<file path="config.mk">
export PLATFORM = sky130hd
export DESIGN_NAME = bitclk_acq_seq
export DESIGN_NICKNAME = d
export VERILOG_FILES = /design/src/rtl/bca_pkg.sv /design/src/rtl/bca_trigger.sv /design/src/rtl/bca_step_timer.sv /design/src/rtl/bca_gear.sv /design/src/rtl/bitclk_acq_seq.sv
export SDC_FILE = /design/constraint.sdc
export NUM_CORES = 1
export LEC_CHECK = 0
export BUFFER_PORTS_ARGS = -buffer_cell sky130_fd_sc_hd__buf_4
export CORE_AREA = 2 2 39 41
export DETAILED_ROUTE_END_ITERATION = 8
export DIE_AREA = 0 0 41 43
export GPL_ROUTABILITY_DRIVEN = 0
export PLACE_DENSITY = 0.63
export SYNTH_ARGS = -nofsm -noshare
export SYNTH_HDL_FRONTEND = slang
export SYNTH_HIERARCHICAL = 1
export SYNTH_SLANG_ARGS = --single-unit
</file>
<file path="constraint.sdc">
create_clock -name clk -period 1.75 [get_ports clk]
set_input_delay 0.35 -clock clk [delete_from_list [all_inputs] [get_ports clk]]
set_output_delay 0.35 -clock clk [all_outputs]
set_load 0.05 [all_outputs]
</file>
<file path="src/rtl/bca_pkg.sv">
package bca_pkg;
  typedef enum logic [1:0] {
    PH_IDLE = 2'd0,
    PH_RUN  = 2'd1,
    PH_DONE = 2'd2
  } seq_phase_t;
endpackage

</file>
<file path="src/rtl/bca_trigger.sv">
module bca_trigger #(
  parameter int TASK_W = 3,
  parameter logic [TASK_W-1:0] RESET_TASK = '0
) (
  input  logic              cmd_wr,
  input  logic              cmd_acq,
  input  logic [TASK_W-1:0] cmd_task,
  input  logic              tx_mode,
  output logic              start
);
  // Only receive-mode writes that request acquisition and are not a reset task qualify
  always_comb start = cmd_wr && cmd_acq && !tx_mode && (cmd_task != RESET_TASK);
endmodule

</file>
<file path="src/rtl/bca_step_timer.sv">
module bca_step_timer #(
  parameter int TICKS_PER_STEP = 4
) (
  input  logic clk,
  input  logic rst_n,
  input  logic clear,
  input  logic tick,
  output logic step
);
  localparam int CNT_W = (TICKS_PER_STEP > 1) ? $clog2(TICKS_PER_STEP) : 1;
  localparam logic [CNT_W-1:0] LAST = CNT_W'(TICKS_PER_STEP - 1);

  logic [CNT_W-1:0] cnt_q;

  always_comb step = tick && (cnt_q == LAST);

  always_ff @(posedge clk or negedge rst_n) begin
    if (!rst_n)        cnt_q <= '0;
    else if (clear)    cnt_q <= '0;
    else if (step)     cnt_q <= '0;
    else if (tick)     cnt_q <= cnt_q + CNT_W'(1);
  end

  p_cnt_hold_r6: assert property (@(posedge clk) disable iff (!rst_n)
    (!tick && !clear) |=> $stable(cnt_q));
  p_cnt_range_r6: assert property (@(posedge clk) disable iff (!rst_n)
    cnt_q <= LAST);
endmodule

</file>
<file path="src/rtl/bca_gear.sv">
module bca_gear
  import bca_pkg::*;
#(
  parameter int BW_W = 2
) (
  input  logic            clk,
  input  logic            rst_n,
  input  logic            start,
  input  logic            abort,
  input  logic            tick,
  input  logic            step,
  input  logic [BW_W-1:0] normal_bw,
  output logic [BW_W-1:0] bw_q,
  output seq_phase_t      phase_q
);
  localparam logic [BW_W-1:0] WIDEST = {BW_W{1'b1}};

  logic [BW_W-1:0] bw_less;
  always_comb bw_less = bw_q - BW_W'(1);

  always_ff @(posedge clk or negedge rst_n) begin
    if (!rst_n) begin
      phase_q <= PH_IDLE;
      bw_q    <= WIDEST;
    end else if (start) begin
      phase_q <= PH_RUN;
      bw_q    <= WIDEST;
    end else if (abort) begin
      phase_q <= PH_IDLE;
    end else if (phase_q == PH_RUN && tick) begin
      if (bw_q <= normal_bw) begin
        phase_q <= PH_DONE;
      end else if (step) begin
        bw_q <= bw_less;
        if (bw_less <= normal_bw) phase_q <= PH_DONE;
      end
    end
  end

  p_only_down_r6: assert property (@(posedge clk) disable iff (!rst_n)
    (phase_q == PH_RUN && !start) |=> (bw_q <= $past(bw_q)));
  p_start_widest_r5: assert property (@(posedge clk) disable iff (!rst_n)
    start |=> (phase_q == PH_RUN && bw_q == WIDEST));
endmodule

</file>
<file path="src/rtl/bitclk_acq_seq.sv">
module bitclk_acq_seq
  import bca_pkg::*;
#(
  parameter int BW_W           = 2,
  parameter int TASK_W         = 3,
  parameter int TICKS_PER_STEP = 4,
  parameter logic [TASK_W-1:0] RESET_TASK = '0
) (
  input  logic              clk,
  input  logic              rst_n,
  input  logic              cmd_wr,
  input  logic              cmd_acq,
  input  logic [TASK_W-1:0] cmd_task,
  input  logic              tx_mode,
  input  logic              bit_tick,
  input  logic [BW_W-1:0]   normal_bw,
  output logic [BW_W-1:0]   bw_code,
  output logic              acq_busy,
  output logic              acq_done
);
  localparam logic [BW_W-1:0] WIDEST = {BW_W{1'b1}};

  logic            start;
  logic            step;
  logic [BW_W-1:0] bw_q;
  seq_phase_t      phase_q;

  bca_trigger #(.TASK_W(TASK_W), .RESET_TASK(RESET_TASK)) u_trig (
    .cmd_wr(cmd_wr), .cmd_acq(cmd_acq), .cmd_task(cmd_task),
    .tx_mode(tx_mode), .start(start)
  );

  bca_step_timer #(.TICKS_PER_STEP(TICKS_PER_STEP)) u_timer (
    .clk(clk), .rst_n(rst_n),
    .clear(start || (phase_q != PH_RUN)),
    .tick(bit_tick), .step(step)
  );

  bca_gear #(.BW_W(BW_W)) u_gear (
    .clk(clk), .rst_n(rst_n), .start(start), .abort(tx_mode),
    .tick(bit_tick), .step(step), .normal_bw(normal_bw),
    .bw_q(bw_q), .phase_q(phase_q)
  );

  always_comb begin
    acq_busy = (phase_q == PH_RUN);
    acq_done = (phase_q == PH_DONE);
    bw_code  = acq_busy ? bw_q : normal_bw;
  end

  p_start_r1: assert property (@(posedge clk) disable iff (!rst_n)
    (cmd_wr && cmd_acq && !tx_mode && cmd_task != RESET_TASK)
      |=> (acq_busy && !acq_done && bw_code == WIDEST));
  p_tx_ignored_r2: assert property (@(posedge clk) disable iff (!rst_n)
    (cmd_wr && tx_mode && !acq_busy) |=> !acq_busy);
  p_reset_task_ignored_r3: assert property (@(posedge clk) disable iff (!rst_n)
    (cmd_wr && cmd_task == RESET_TASK && !acq_busy) |=> !acq_busy);
  p_abort_r9: assert property (@(posedge clk) disable iff (!rst_n)
    tx_mode |=> (!acq_busy && !acq_done));
  p_done_on_tick_r7: assert property (@(posedge clk) disable iff (!rst_n)
    $rose(acq_done) |-> $past(bit_tick));
  p_exclusive_r7: assert property (@(posedge clk) disable iff (!rst_n)
    !(acq_busy && acq_done));
endmodule

</file>
# --- Word-level counts from Yosys, hierarchy flattened ---
# Cells that the tools add are included.
classes:
  addsub: 2
  n_lt_le_gt_ge: 2
  eq_ne: 6
  mux: 15
  n_reduce_logical: 16
ops:
  columns: ["cell", "n"]
  rows:
  - ["$mux 2", 15]
  - ["$reduce_bool 3->1", 3]
  - ["$reduce_bool 4->1", 2]
  - ["$logic_and 1x1->1", 5]
  - ["$eq 2x2->1 const B", 2]
  - ["$le 2x2->1", 2]
  - ["$ne 2x1->1 const B", 2]
  - ["$reduce_and 4->1", 1]
  - ["$reduce_bool 2->1", 2]
  - ["$reduce_and 3->1", 1]
  - ["$add 2x1->2 const B", 1]
  - ["$eq 2x1->1 const B", 1]
  - ["$ne 2x2->1 const B", 1]
  - ["$sub 2x1->2 const B", 1]
  - ["$logic_not 1->1", 1]
  - ["$logic_or 1x1->1", 1]
word_totals:
  ff_bits: 6
  out_inout_bits: 4
  wordCells: 44

# --- Longest topological paths before layout ---
# Gate-level depths: netlist of the first run.
depth:
  word_depth: 8
  mapped_depth: 6
  depth_no_buf: 6

# --- Hierarchy ---
# Netlist of the first run, hierarchy kept.
by_module_without_submodules:
  columns: ["module", "instances", "cells_each", "area_each_um2", "seq_area_each_um2"]
  rows:
  - ["bca_gear", 1, 36, 327.8, 102.6]
  - ["bca_step_timer", 1, 9, 106.4, 50.0]
  - ["bitclk_acq_seq", 1, 5, 56.3, 0.0]
  - ["bca_trigger", 1, 3, 13.8, 0.0]

# --- Least setup slack after synthesis of the first run ---
# Ideal clock, no wire load.
synth_timing:
  path_kind: "register to register"
  startpoint: "register u_gear.bw_q[0]"
  endpoint: "register u_gear.bw_q[1]"
  setup_time_ps: 64
  arrival_time_ps: 1621
  required_time_ps: 1686
  slack_ps: 65
  path_stages_with_launch: 7
  path_buffers: 0
  synth_period_minus_slack_ps: 1685
  path_cell_list: "dfstp_2 > inv_1 > ha_1 > nand2_1 > o211ai_2 > or4_1 > nand3_1"
synth_via:
  elab_chain_len: 6
  word_cells_on_any_way: 9
  classes_between: "add/sub: 1; order compare: 1; eq/ne: 1; mux: 5; reduce/logical: 1"
synth_rtl:
  columns: ["element", "line_no", "text"]
  rows:
  - ["start: declaration", "bca_gear.sv:13", "output logic [BW_W-1:0] bw_q,"]
  - ["start signal: assignment", "bca_gear.sv:34", "bw_q <= bw_less;"]
  - ["$sub 2x1->2", "bca_gear.sv:19", "always_comb bw_less = bw_q - BW_W'(1);"]
  - ["$mux 2", "bca_gear.sv:33", "end else if (step) begin"]
  - ["$mux 2", "bca_gear.sv:31", "if (bw_q <= normal_bw) begin"]
  - ["$mux 2", "bca_gear.sv:30", "end else if (phase_q == PH_RUN && tick) begin"]
  - ["$mux 2", "bca_gear.sv:28", "end else if (abort) begin"]
  - ["$mux 2", "bca_gear.sv:25", "end else if (start) begin"]
# Several ways; a longest one is shown, not always the timed one. The select of a mux whose other input is x is not followed.
# A chain may end at the register's enable or synchronous reset.

# --- Worst setup path after layout of the first run ---
layout_timing:
  startpoint: "register u_gear.phase_q[1]"
  endpoint: "output port bw_code[0]"
layout_via:
  elab_chain_len: 2
layout_rtl:
  columns: ["element", "line_no", "text"]
  rows:
  - ["start: declaration", "bca_gear.sv:14", "output seq_phase_t phase_q"]
  - ["start signal: assignment", "bca_gear.sv:23", "phase_q <= PH_IDLE;"]
  - ["start signal: assignment", "bca_gear.sv:26", "phase_q <= PH_RUN;"]
  - ["start signal: assignment", "bca_gear.sv:29", "phase_q <= PH_IDLE;"]
  - ["$eq 2x1->1", "bitclk_acq_seq.sv:46", "acq_busy = (phase_q == PH_RUN);"]
  - ["$mux 2", "bitclk_acq_seq.sv:48", "bw_code = acq_busy ? bw_q : normal_bw;"]
  - ["end: declaration", "bitclk_acq_seq.sv:17", "output logic [BW_W-1:0] bw_code,"]
# Every way passes these cells.

==> results of run 1 <==
-- worst register-to-register path, delay by kind of cell, from the launching register on --
| kind | cells | cell delay [ps] |
|---|---|---|
| xor gates and xnor gates | 1 | 140 |
| AOI/OAI and AO/OA | 3 | 550 |
| adders and majority gates | 1 | 270 |
| DFF | 1 | 590 |
-- layout make-up --
class	instances	area share, %
clock buffers	4	3.57
inverters	5	2.55
multi-input cells	42	49.5
flip-flops and latches	6	20.9
well taps	16	2.72
repair buffers	19	20.7
-- power by group --
group / leakage, nW / internal [mW] / total, mW / switching (mW)
combinational: 0.249 / 0.0978 / 0.207 / 0.109
clock: 0.0150 / 0.0865 / 0.139 / 0.0520
sequential: 0.0735 / 0.149 / 0.157 / 0.00764
total: 0.338 / 0.334 / 0.502 / 0.169
-- timing repair --
action                     in CTS  in global routing
hold buffers                    1                  0
gates resized for setup         0                 10
setup endpoints to repair       4                  5
hold endpoints to repair        4                  0
pin swaps                       0                  3
buffers inserted                2                  1
-- sequential cells by signal (all words and copies together) (netlist names) --
signal,flops
u_gear/bw_q,2
u_gear/phase_q,2
u_timer/cnt_q,2
-- synth_stat cells --
library cell and instances:
nor3_1 2, or3_2 1, mux2_4 2, nand2b_1 2
dfstp_2 2, ha_1 5, nor2_1 2, mux2i_1 1
nor2b_4 2, nand4b_1 1, dfrtp_1 4, o211ai_2 1
nand3_1 2, a221o_1 1, o31ai_1 1, or3_1 1
o21ai_0 3, a21oi_1 3, inv_1 5, nand3b_1 1
nand2_1 2, or3b_1 1, nor2b_1 4, and2_1 1
a21oi_2 1, xnor2_1 1, or4_1 1
-- path summary, 6_finish.rpt --
kind | from | endpoint | slack, ps | cells past startpoint
setup reg to reg | u_gear/bw_q[1] | u_gear/phase_q[0] | 80 | 5
hold / removal | tx_mode | u_gear/phase_q[1] | 370 | 3
min in group asynchronous | rst_n | u_gear/phase_q[0] | 450 | 2
hold reg to reg | u_timer/cnt_q[1] | u_timer/cnt_q[1] | 520 | 2
setup / recovery | u_gear/phase_q[1] | bw_code[0] | 70 | 3
max in group asynchronous | rst_n | u_gear/bw_q[0] | 1100 | 2
-- cells by family after synthesis --
group	synth area share, %
compound gates	13.6
flops	30.3
mux	7.94
simple gates	30.3
fa+ha+maj	12.4
xor+xnor	1.74
buf+inv	3.72
-- through the flow --
stage,setup TNS (ps),area [um^2],std cells
finish,0,736,92
global route,0,736,92
CTS,0,688,91
detailed placement,-45.0,637,84
global placement,0,637,84
floorplan,0,504,53
-- per-layer routing --
layer,share of wire (%),up-vias,global-route usage (%)
met5,0,-,0
met4,0,0,6.00
met3,3.0,0,7.85
met2,49,6,19.4
met1,47,218,19.7
li1,-,234,-
==> run metrics, run 1 <==
WS Path Type=register to output pin; Multi-input gate area=364 um^2; Initial Util=36.4%; CP arrival=1330 ps; total routed wirelength=1110 um; number of routed nets with antenna violations=0; final setup violation count=0; GRT Overall Usage=14.7%; Worst-path clk slew=40 ps; worst hold path type=input port to register; clock latency on the worst-skew pair=250 ps; critical path fanouts, max=6; most common cell after layout, fill and taps aside=buf_4; I/O pin cnt=15; critical path's top delay family=flip-flops; Area Overhead vs Synth=45.9%; sequential area share after synthesis=30.3%; post-synth top area share=19.9%; NumNets Final=93; Avg Inst Size Synth=9.51 um^2; Die Wd=41 um; HPWL Detailed=848 um; WHS=368 ps; Synthesis Warnings=6; critical path's slowest cell=dfrtp_2; Period Utilization, post-route=96.0%; vias in the first global route=399; full die area=0.00176 mm^2; core area=0.00138 mm^2; Clock Skew=2.82 ps; Post-Syn Nets=69; global-route wire length before repair=1680 um; initial antenna violation count=0; P_leak=0.338 nW; peak supply drop=0.000326 V; CTS Buf Count=3; Critical Path Sink Type=output pin; count of final hold-check violations=0; Worst Path Buf+Inv=1; share of layout cells above drive strength 1=47.4%; Mapped Area=504 um^2; Vias/cell=4.98; Area contributors post-synth=dfrtp_1 (20%), ha_1 (12%), dfstp_2 (10%); Unique masters post-synth=27; power density over cell area=683 mW/mm^2; First-pass DRT Iterations=4; ANT cells=0; register cell area after layout=154 um^2; run status=finished clean; number of H-tree levels=1; num rows=14; cells along the critical path=nor2b_4 > mux2_4 > buf_6; unrepaired setup endpoints after global routing=no; Die H=43 um; most frequent cells in the layout=buf_4 (16), nor2b_1 (4), inv_1 (4); Max Freq=0.595 GHz; synthesized flop and latch total=6; max cap viols=0; clk buf depth=2; iteration-0 DRC count of the detailed router=8; port buffer count=14; Root Buffer=clkbuf_4; measured slew at the worst slew-check pin=451 ps; largest area contributor in the netlist=dfrtp_1; Mapped Cells=53; worst stage delay on the critical path=440 ps; vias=458; residual DRC count=0; # fillers=135; Final WS setup=70.2 ps; routed len/inst=12.1 um; total power=0.502 mW; worst slack at placement=-38.6 ps; Relative slew margins=69.7%; CTS tree=built; fin. max-slew vios=0; CTS Sinks=6; Post-Route Utilization=53.2%; Critical Path RT=1400 ps; crit start category=register; largest net degree at the start of global routing=8; GR Overflow Total=0; fin crit period=1680 ps
(Power assumes the default switching activity.)
==> run 2: changes to the inputs <==
==> constraint.sdc (replaced) <==
create_clock -name clk -period 1.75 [get_ports clk]
set_input_delay 0.2625 -clock clk [delete_from_list [all_inputs] [get_ports clk]]
set_output_delay 0.2625 -clock clk [all_outputs]
set_load 0.05 [all_outputs]
==> run 2 against run 1 <==
Net effect:
- critical path depth unchanged
- setup slack better by 2.9 ps
- non-clock buffer count down 2
- sequential share of layout area up 0.52 points
- sequential power up 3%
- combinational power down 12%
- maximum frequency up 0.17%
- utilization down 1.7 points
- die area unchanged
- routed wire length down 2.7%
- power down 3.8%
- final cell count down 2.2%
- largest cell class unchanged
==> run metrics, run 2 (synthesis results as in run 1) <==
biggest regs=u_gear/bw_q: 2 flops, u_gear/phase_q: 2 flops, u_timer/cnt_q: 2 flops (unchanged); crit start category=register (unchanged); Worst-path clk slew=50 ps (was 40 ps); final non-filler cell total=90 (was 92); worst hold path type=input port to register (unchanged); HPWL Detailed=848 um (unchanged); Vias/cell=4.98 (about the same); I/O pin cnt=15 (unchanged); Critical Path Source=u_gear/phase_q[0] (was u_gear/phase_q[1]); Die Wd=41 um (unchanged); Clock Skew=3.56 ps (was 2.82 ps); Post-Route Utilization=51.4% (was 53.2%); max cap viols=0 (unchanged); CP arrival=1410 ps (was 1330 ps); number of routed nets with antenna violations=0 (unchanged); port buffer count=14 (unchanged); Met3 Wirelength=33 um (unchanged); total routed wirelength=1080 um (was 1110 um); most frequent cells in the layout=buf_4 (16), nor2b_1 (4), inv_1 (4), dfrtp_1 (4) (was buf_4 (16), nor2b_1 (4), inv_1 (4)); GRT Overall Usage=14.6% (was 14.7%); unrepaired setup endpoints after global routing=no (unchanged); Die H=43 um (unchanged); GR Overflow Total=0 (unchanged); Period Utilization, post-route=95.8% (was 96.0%); met2 wire len=536 um (was 549 um); count of final hold-check violations=0 (unchanged); Critical Path RT=1490 ps (was 1400 ps); vias=448 (was 458); Relative slew margins=71.0% (was 69.7%); WHS=285 ps (was 368 ps); most common cell after layout, fill and taps aside=buf_4 (unchanged); # fillers=137 (was 135); residual DRC count=0 (unchanged); iteration-0 DRC count of the detailed router=8 (unchanged); R2R depth=5 (unchanged); initial antenna violation count=0 (unchanged); Critical Path Sink Type=output pin (unchanged); global-route wire length before repair=1670 um (was 1680 um); Top Metal Used=met3 (unchanged); NumNets Final=91 (was 93); number of H-tree levels=1 (unchanged); power density over cell area=679 mW/mm^2 (was 683 mW/mm^2); Cells after DPL=84 (unchanged); CTS tree=built (unchanged); Worst R2R End=u_gear/phase_q[0] (unchanged); critical path fanouts, max=6 (unchanged); Max Freq=0.596 GHz (was 0.595 GHz); clk buf depth=2 (unchanged); cell area after placement=637 um^2 (unchanged); CTS Buf Count=3 (unchanged); Setup crit end=bw_code[0] (unchanged); final setup violation count=0 (unchanged); measured slew at the worst slew-check pin=431 ps (was 451 ps); Area Overhead vs Synth=41.2% (was 45.9%); Initial Util=36.4% (unchanged); share of layout cells above drive strength 1=44.6% (was 47.4%); core area=0.00138 mm^2 (unchanged); routed len/inst=12.0 um (was 12.1 um); ANT cells=0 (unchanged); num rows=14 (unchanged); Root Buffer=clkbuf_4 (unchanged); sum of negative setup slack=0 ps (unchanged); P_leak=0.327 nW (was 0.338 nW); fin crit period=1680 ps (about the same); run status=finished clean (unchanged); register cell area after layout=153 um^2 (was 154 um^2); First-pass DRT Iterations=3 (was 4); largest net degree at the start of global routing=8 (unchanged); RR Startpoint=u_gear/bw_q[1] (unchanged); Worst R2R Setup Slack=80 ps (about the same); fin. max-slew vios=0 (unchanged); vias in the first global route=393 (was 399); full die area=0.00176 mm^2 (unchanged); design area=712 um^2 (was 736 um^2); clock latency on the worst-skew pair=250 ps (about the same); Multi-input gate area=364 um^2 (unchanged); M1 wire length=512 um (was 527 um); WS Path Type=register to output pin (unchanged); CTS Sinks=6 (unchanged); peak supply drop=0.000326 V (about the same)
## run 2: cell count changes in the layout (fill, tap and decap cells not counted), sizes merged
cell,previous run,this run
buf,18,16
## run 2: worst min path at each step
stage	from	to	slack, ps	cells past startpoint
floorplan	rst_n	u_gear/phase_q[0]	-30	0
global placement	rst_n	u_timer/cnt_q[0]	70	1
detailed placement	rst_n	u_timer/cnt_q[1]	70	1
CTS	tx_mode	u_gear/phase_q[1]	280	3
global route	tx_mode	u_gear/phase_q[1]	300	3
finish	tx_mode	u_gear/phase_q[1]	280	3
## run 2: layout make-up
cell class                      count  share of cell area [%]
Inverter                            5                    2.64
Tap cell                           16                    2.81
Timing Repair Buffer               17                    18.3
Clock buffer                        4                    3.69
Multi-Input combinational cell     42                    51.1
Sequential cell                     6                    21.4
## run 2: critical path, stage by stage (launching register included)
cell	delay, ps
dfrtp_1	430
nor2b_4	240
mux2_4	310
buf_4	190
## run 2: what timing repair did
action,in CTS,in global routing
hold endpoints to repair,6,0
gates resized for setup,0,7
endpoints found under the setup margin,2,3
buffers inserted,1,0
hold buffers,1,0
pin swaps,0,3
gates cloned,0,0
## run 2: where the power goes
part	internal, mW	leakage, nW	switching [mW]	total [mW]
clock network	0.0866	0.0150	0.0526	0.139
registers	0.149	0.0752	0.0122	0.161
logic	0.0821	0.237	0.101	0.183
total	0.318	0.327	0.166	0.483
## run 2: per-layer routing
metal  global-route usage (%)  vias to the layer above
li1                         -                      229
met3                     7.85                        0
met4                     6.00                        0
met2                     19.1                        6
met5                        0                        -
met1                     19.7                      213
## run 2: per-stage QoR
stage / setup WS (ps) / total power [mW]
after floorplan: 65.4 / 0.275
after global placement: 22.9 / 0.335
after detailed placement: -38.6 / 0.336
after CTS: 2.50 / 0.483
after global routing: 9.57 / 0.518
final: 73.1 / 0.483
==> run 3: changes to the inputs <==
--- a/config.mk
+++ b/config.mk
@@ -10,8 +10,7 @@
 export DETAILED_ROUTE_END_ITERATION = 8
 export DIE_AREA = 0 0 41 43
 export GPL_ROUTABILITY_DRIVEN = 0
-export PLACE_DENSITY = 0.63
+export PLACE_DENSITY = 0.62
 export SYNTH_ARGS = -nofsm -noshare
 export SYNTH_HDL_FRONTEND = slang
-export SYNTH_HIERARCHICAL = 1
 export SYNTH_SLANG_ARGS = --single-unit
==> run 3 against run 2 <==
Net effect:
- final cell count increased by 3.3%
- flip-flop and latch count unchanged
- register-to-register slack worse by 50 ps
- critical endpoint is now u_gear.phase_q[0]
- largest power group unchanged
==> run metrics, run 3 <==
global-route wire length before repair=1740 um (was 1670 um); biggest regs=u_gear.bw_q: 2 flops, u_gear.phase_q: 2 flops, u_timer.cnt_q: 2 flops (was u_gear/bw_q: 2 flops, u_gear/phase_q: 2 flops, u_timer/cnt_q: 2 flops); Clock Skew=8.10 ps (was 3.56 ps); CTS Sinks=6 (unchanged); num rows=14 (unchanged); Period Utilization, post-route=98.5% (was 95.8%); run status=finished clean (unchanged); Synthesis Warnings=0 (was 6); First-pass DRT Iterations=4 (was 3); largest area contributor in the netlist=dfrtp_1 (unchanged); Mapped Area=489 um^2 (was 504 um^2); GRT Max-Usage Layer=met2 (was met1); most common cell after layout, fill and taps aside=buf_4 (unchanged); NumNets Final=94 (was 91); synthesized flop and latch total=6 (unchanged); M2 GR Usage=25.0% (was 19.1%); vias=465 (was 448); hold depth=3 (unchanged); Worst-path clk slew=50 ps (about the same); Die H=43 um (unchanged); Initial Util=35.4% (was 36.4%); largest net degree at the start of global routing=7 (was 8); share of layout cells above drive strength 1=42.9% (was 44.6%); final setup violation count=0 (unchanged); CTS Buf Count=3 (unchanged); peak supply drop=0.000387 V (was 0.000326 V); fin. max-slew vios=0 (unchanged); P_leak=0.348 nW (was 0.327 nW); Post-Syn Nets=70 (was 69); Relative slew margins=79.4% (was 71.0%); fin crit period=1720 ps (was 1680 ps); Post-synth EDFFs=0 (unchanged); WS Path Type=register to register (was register to output pin); Critical Path RT=1860 ps (was 1490 ps); vias in the first global route=461 (was 393); Top FF cell, synth=dfrtp_1 (unchanged); full die area=0.00176 mm^2 (unchanged); clock latency on the worst-skew pair=240 ps (was 250 ps); Max Freq=0.580 GHz (was 0.596 GHz); most frequent cells after synthesis=ha_1 (5), inv_1 (5), nand2_1 (5), nor2_1 (5) (was ha_1 (5), inv_1 (5), dfrtp_1 (4), nor2b_1 (4)); measured slew at the worst slew-check pin=308 ps (was 431 ps); Area Overhead vs Synth=47.3% (was 41.2%); crit start category=register (unchanged); sequential area share after synthesis=31.2% (was 30.3%); Root Buffer=clkbuf_4 (unchanged); port buffer count=14 (unchanged); met1 Use GR=15.6% (was 19.7%); Unique masters post-synth=25 (was 27); power density over cell area=650 mW/mm^2 (was 679 mW/mm^2); Area contributors post-synth=dfrtp_1 (20%), ha_1 (13%), dfstp_2 (11%) (was dfrtp_1 (20%), ha_1 (12%), dfstp_2 (10%)); critical path's slowest cell=dfstp_2 (was dfrtp_1); total routed wirelength=1090 um (was 1080 um); iteration-0 DRC count of the detailed router=3 (was 8); routed len/inst=11.7 um (was 12.0 um); grt met3 use=3.14% (was 7.85%); Worst R2R Setup Slack=30 ps (was 80 ps); Worst R2R End=u_gear.phase_q[0] (was u_gear/phase_q[0]); cells along the critical path=xnor2_2 > ha_1 > nor2b_1 > o22ai_2 > a21oi_2 > o41a_1 (was nor2b_4 > mux2_4 > buf_4); final non-filler cell total=93 (was 90); worst hold path type=input port to register (unchanged); Worst Hold Launch=bit_tick (was tx_mode); worst slack at placement=-87.2 ps (was -38.6 ps); R2R depth=6 (was 5); HPWL Detailed=866 um (was 848 um); GRT Overall Usage=15.0% (was 14.6%); CP arrival=1830 ps (was 1410 ps); residual DRC count=0 (unchanged); Final WS setup=25.9 ps (was 73.1 ps); clk buf depth=2 (unchanged); worst stage delay on the critical path=570 ps (was 430 ps); Avg Inst Size Synth=9.06 um^2 (was 9.51 um^2); critical path fanouts, max=4 (was 6); max cap viols=0 (unchanged); RR Startpoint=u_gear.bw_q[0] (was u_gear/bw_q[1]); CTS tree=built (unchanged); core area=0.00138 mm^2 (unchanged); Die Wd=41 um (unchanged); post-synthesis async set-or-reset flop share=100% (unchanged); most frequent cells in the layout=buf_4 (18), inv_1 (5), nor2_1 (5) (was buf_4 (16), nor2b_1 (4), inv_1 (4), dfrtp_1 (4)); unrepaired setup endpoints after global routing=yes (was no); Cells after DPL=85 (was 84); post-synth top area share=20.5% (was 19.9%); hold worst-path end=u_gear.phase_q[1] (was u_gear/phase_q[1]); GR Overflow Total=0 (unchanged); initial antenna violation count=0 (unchanged); count of final hold-check violations=0 (unchanged); I/O pin cnt=15 (unchanged); Critical Path Sink Type=register (was output pin); Vias/cell=5.00 (was 4.98); cell area after placement=622 um^2 (was 637 um^2); critical path's top delay family=flip-flops (unchanged); Mapped Cells=54 (was 53); ANT cells=0 (unchanged); number of H-tree levels=1 (unchanged); Worst Path Buf+Inv=0 (was 1); number of routed nets with antenna violations=0 (unchanged); design area=721 um^2 (was 712 um^2)
[run 3: cell count changes in the layout (fill, tap and decap cells not counted), sizes merged, moves of 2 or more]
cell | before | now
buf | 16 | 18
o21ai | 3 | 5
nand2b | 2 | 0
nor2b | 6 | 3
nor2 | 2 | 5
nand2 | 2 | 5
[run 3: kinds of logic after synthesis]
kind of cell	after synthesis	synth area share [%]
AO/OA/AOI/OAI	16	27.4
XOR/XNOR	1	1.79
adder cells (fa/ha/maj)	5	12.8
buffers and inverters	5	3.84
flip-flops	6	31.2
multiplexers	1	2.30
AND/OR/NAND/NOR	20	20.7
[run 3: final cells by class]
type	count	area (um^2)
timing repair buffer	19	145
sequential	6	153
fill	129	663
tap	16	20.0
inverter	5	18.8
multi-input combinational	43	358
clock buffer	4	26.3
[run 3: how the worst max path moves through the flow]
stage                              endpoint  slack (ps)  depth (start not counted)           start
after floorplan              u_gear.bw_q[1]          60                          6  u_gear.bw_q[0]
after global placement       u_gear.bw_q[1]         -40                          6  u_gear.bw_q[0]
after detailed placement  u_gear.phase_q[0]         -90                          6  u_gear.bw_q[0]
after CTS                 u_gear.phase_q[0]         -30                          6  u_gear.bw_q[0]
after global routing      u_gear.phase_q[0]         -60                          6  u_gear.bw_q[0]
final                     u_gear.phase_q[0]          30                          6  u_gear.bw_q[0]
[run 3: layer usage]
layer	up-vias	share of wire [%]	routed length, um
li1	244	-	-
met1	211	41	443
met3	2	3.6	39
met2	8	54	589
met5	-	0	0
met4	0	1.1	12
[run 3: worst min-delay path, delay by kind of cell]
kind / cells / cell delay [ps]
AO/OA/AOI/OAI: 1 / 60
buffers and inverters: 1 / 120
AND/OR/NAND/NOR: 1 / 70
[run 3: what timing repair did]
item	CTS	global route
hold endpoints to repair	6	0
hold buffers	1	0
gates cloned	0	0
setup buffers	3	0
pin swaps	3	4
setup endpoints to repair	3	3
gates resized for setup	5	3
[run 3: per-stage QoR]
| step | util, % | TNS, ps | hold slack (ps) | total power [mW] |
|---|---|---|---|---|
| final | 52.1 | 0 | 313 | 0.469 |
| after global routing | 52.1 | -55.6 | 336 | 0.501 |
| after CTS | 50.4 | -32.8 | 306 | 0.467 |
| after detailed placement | 44.9 | -126 | 69.0 | 0.309 |
| after global placement | 44.9 | -39.4 | 70.3 | 0.305 |
| after floorplan | - | 0 | -33.1 | 0.251 |
[run 3: report_power, final]
group / internal, mW / switching [mW]
registers: 0.149 / 0.00775
logic: 0.0838 / 0.0949
clock network: 0.0862 / 0.0469
total: 0.319 / 0.150
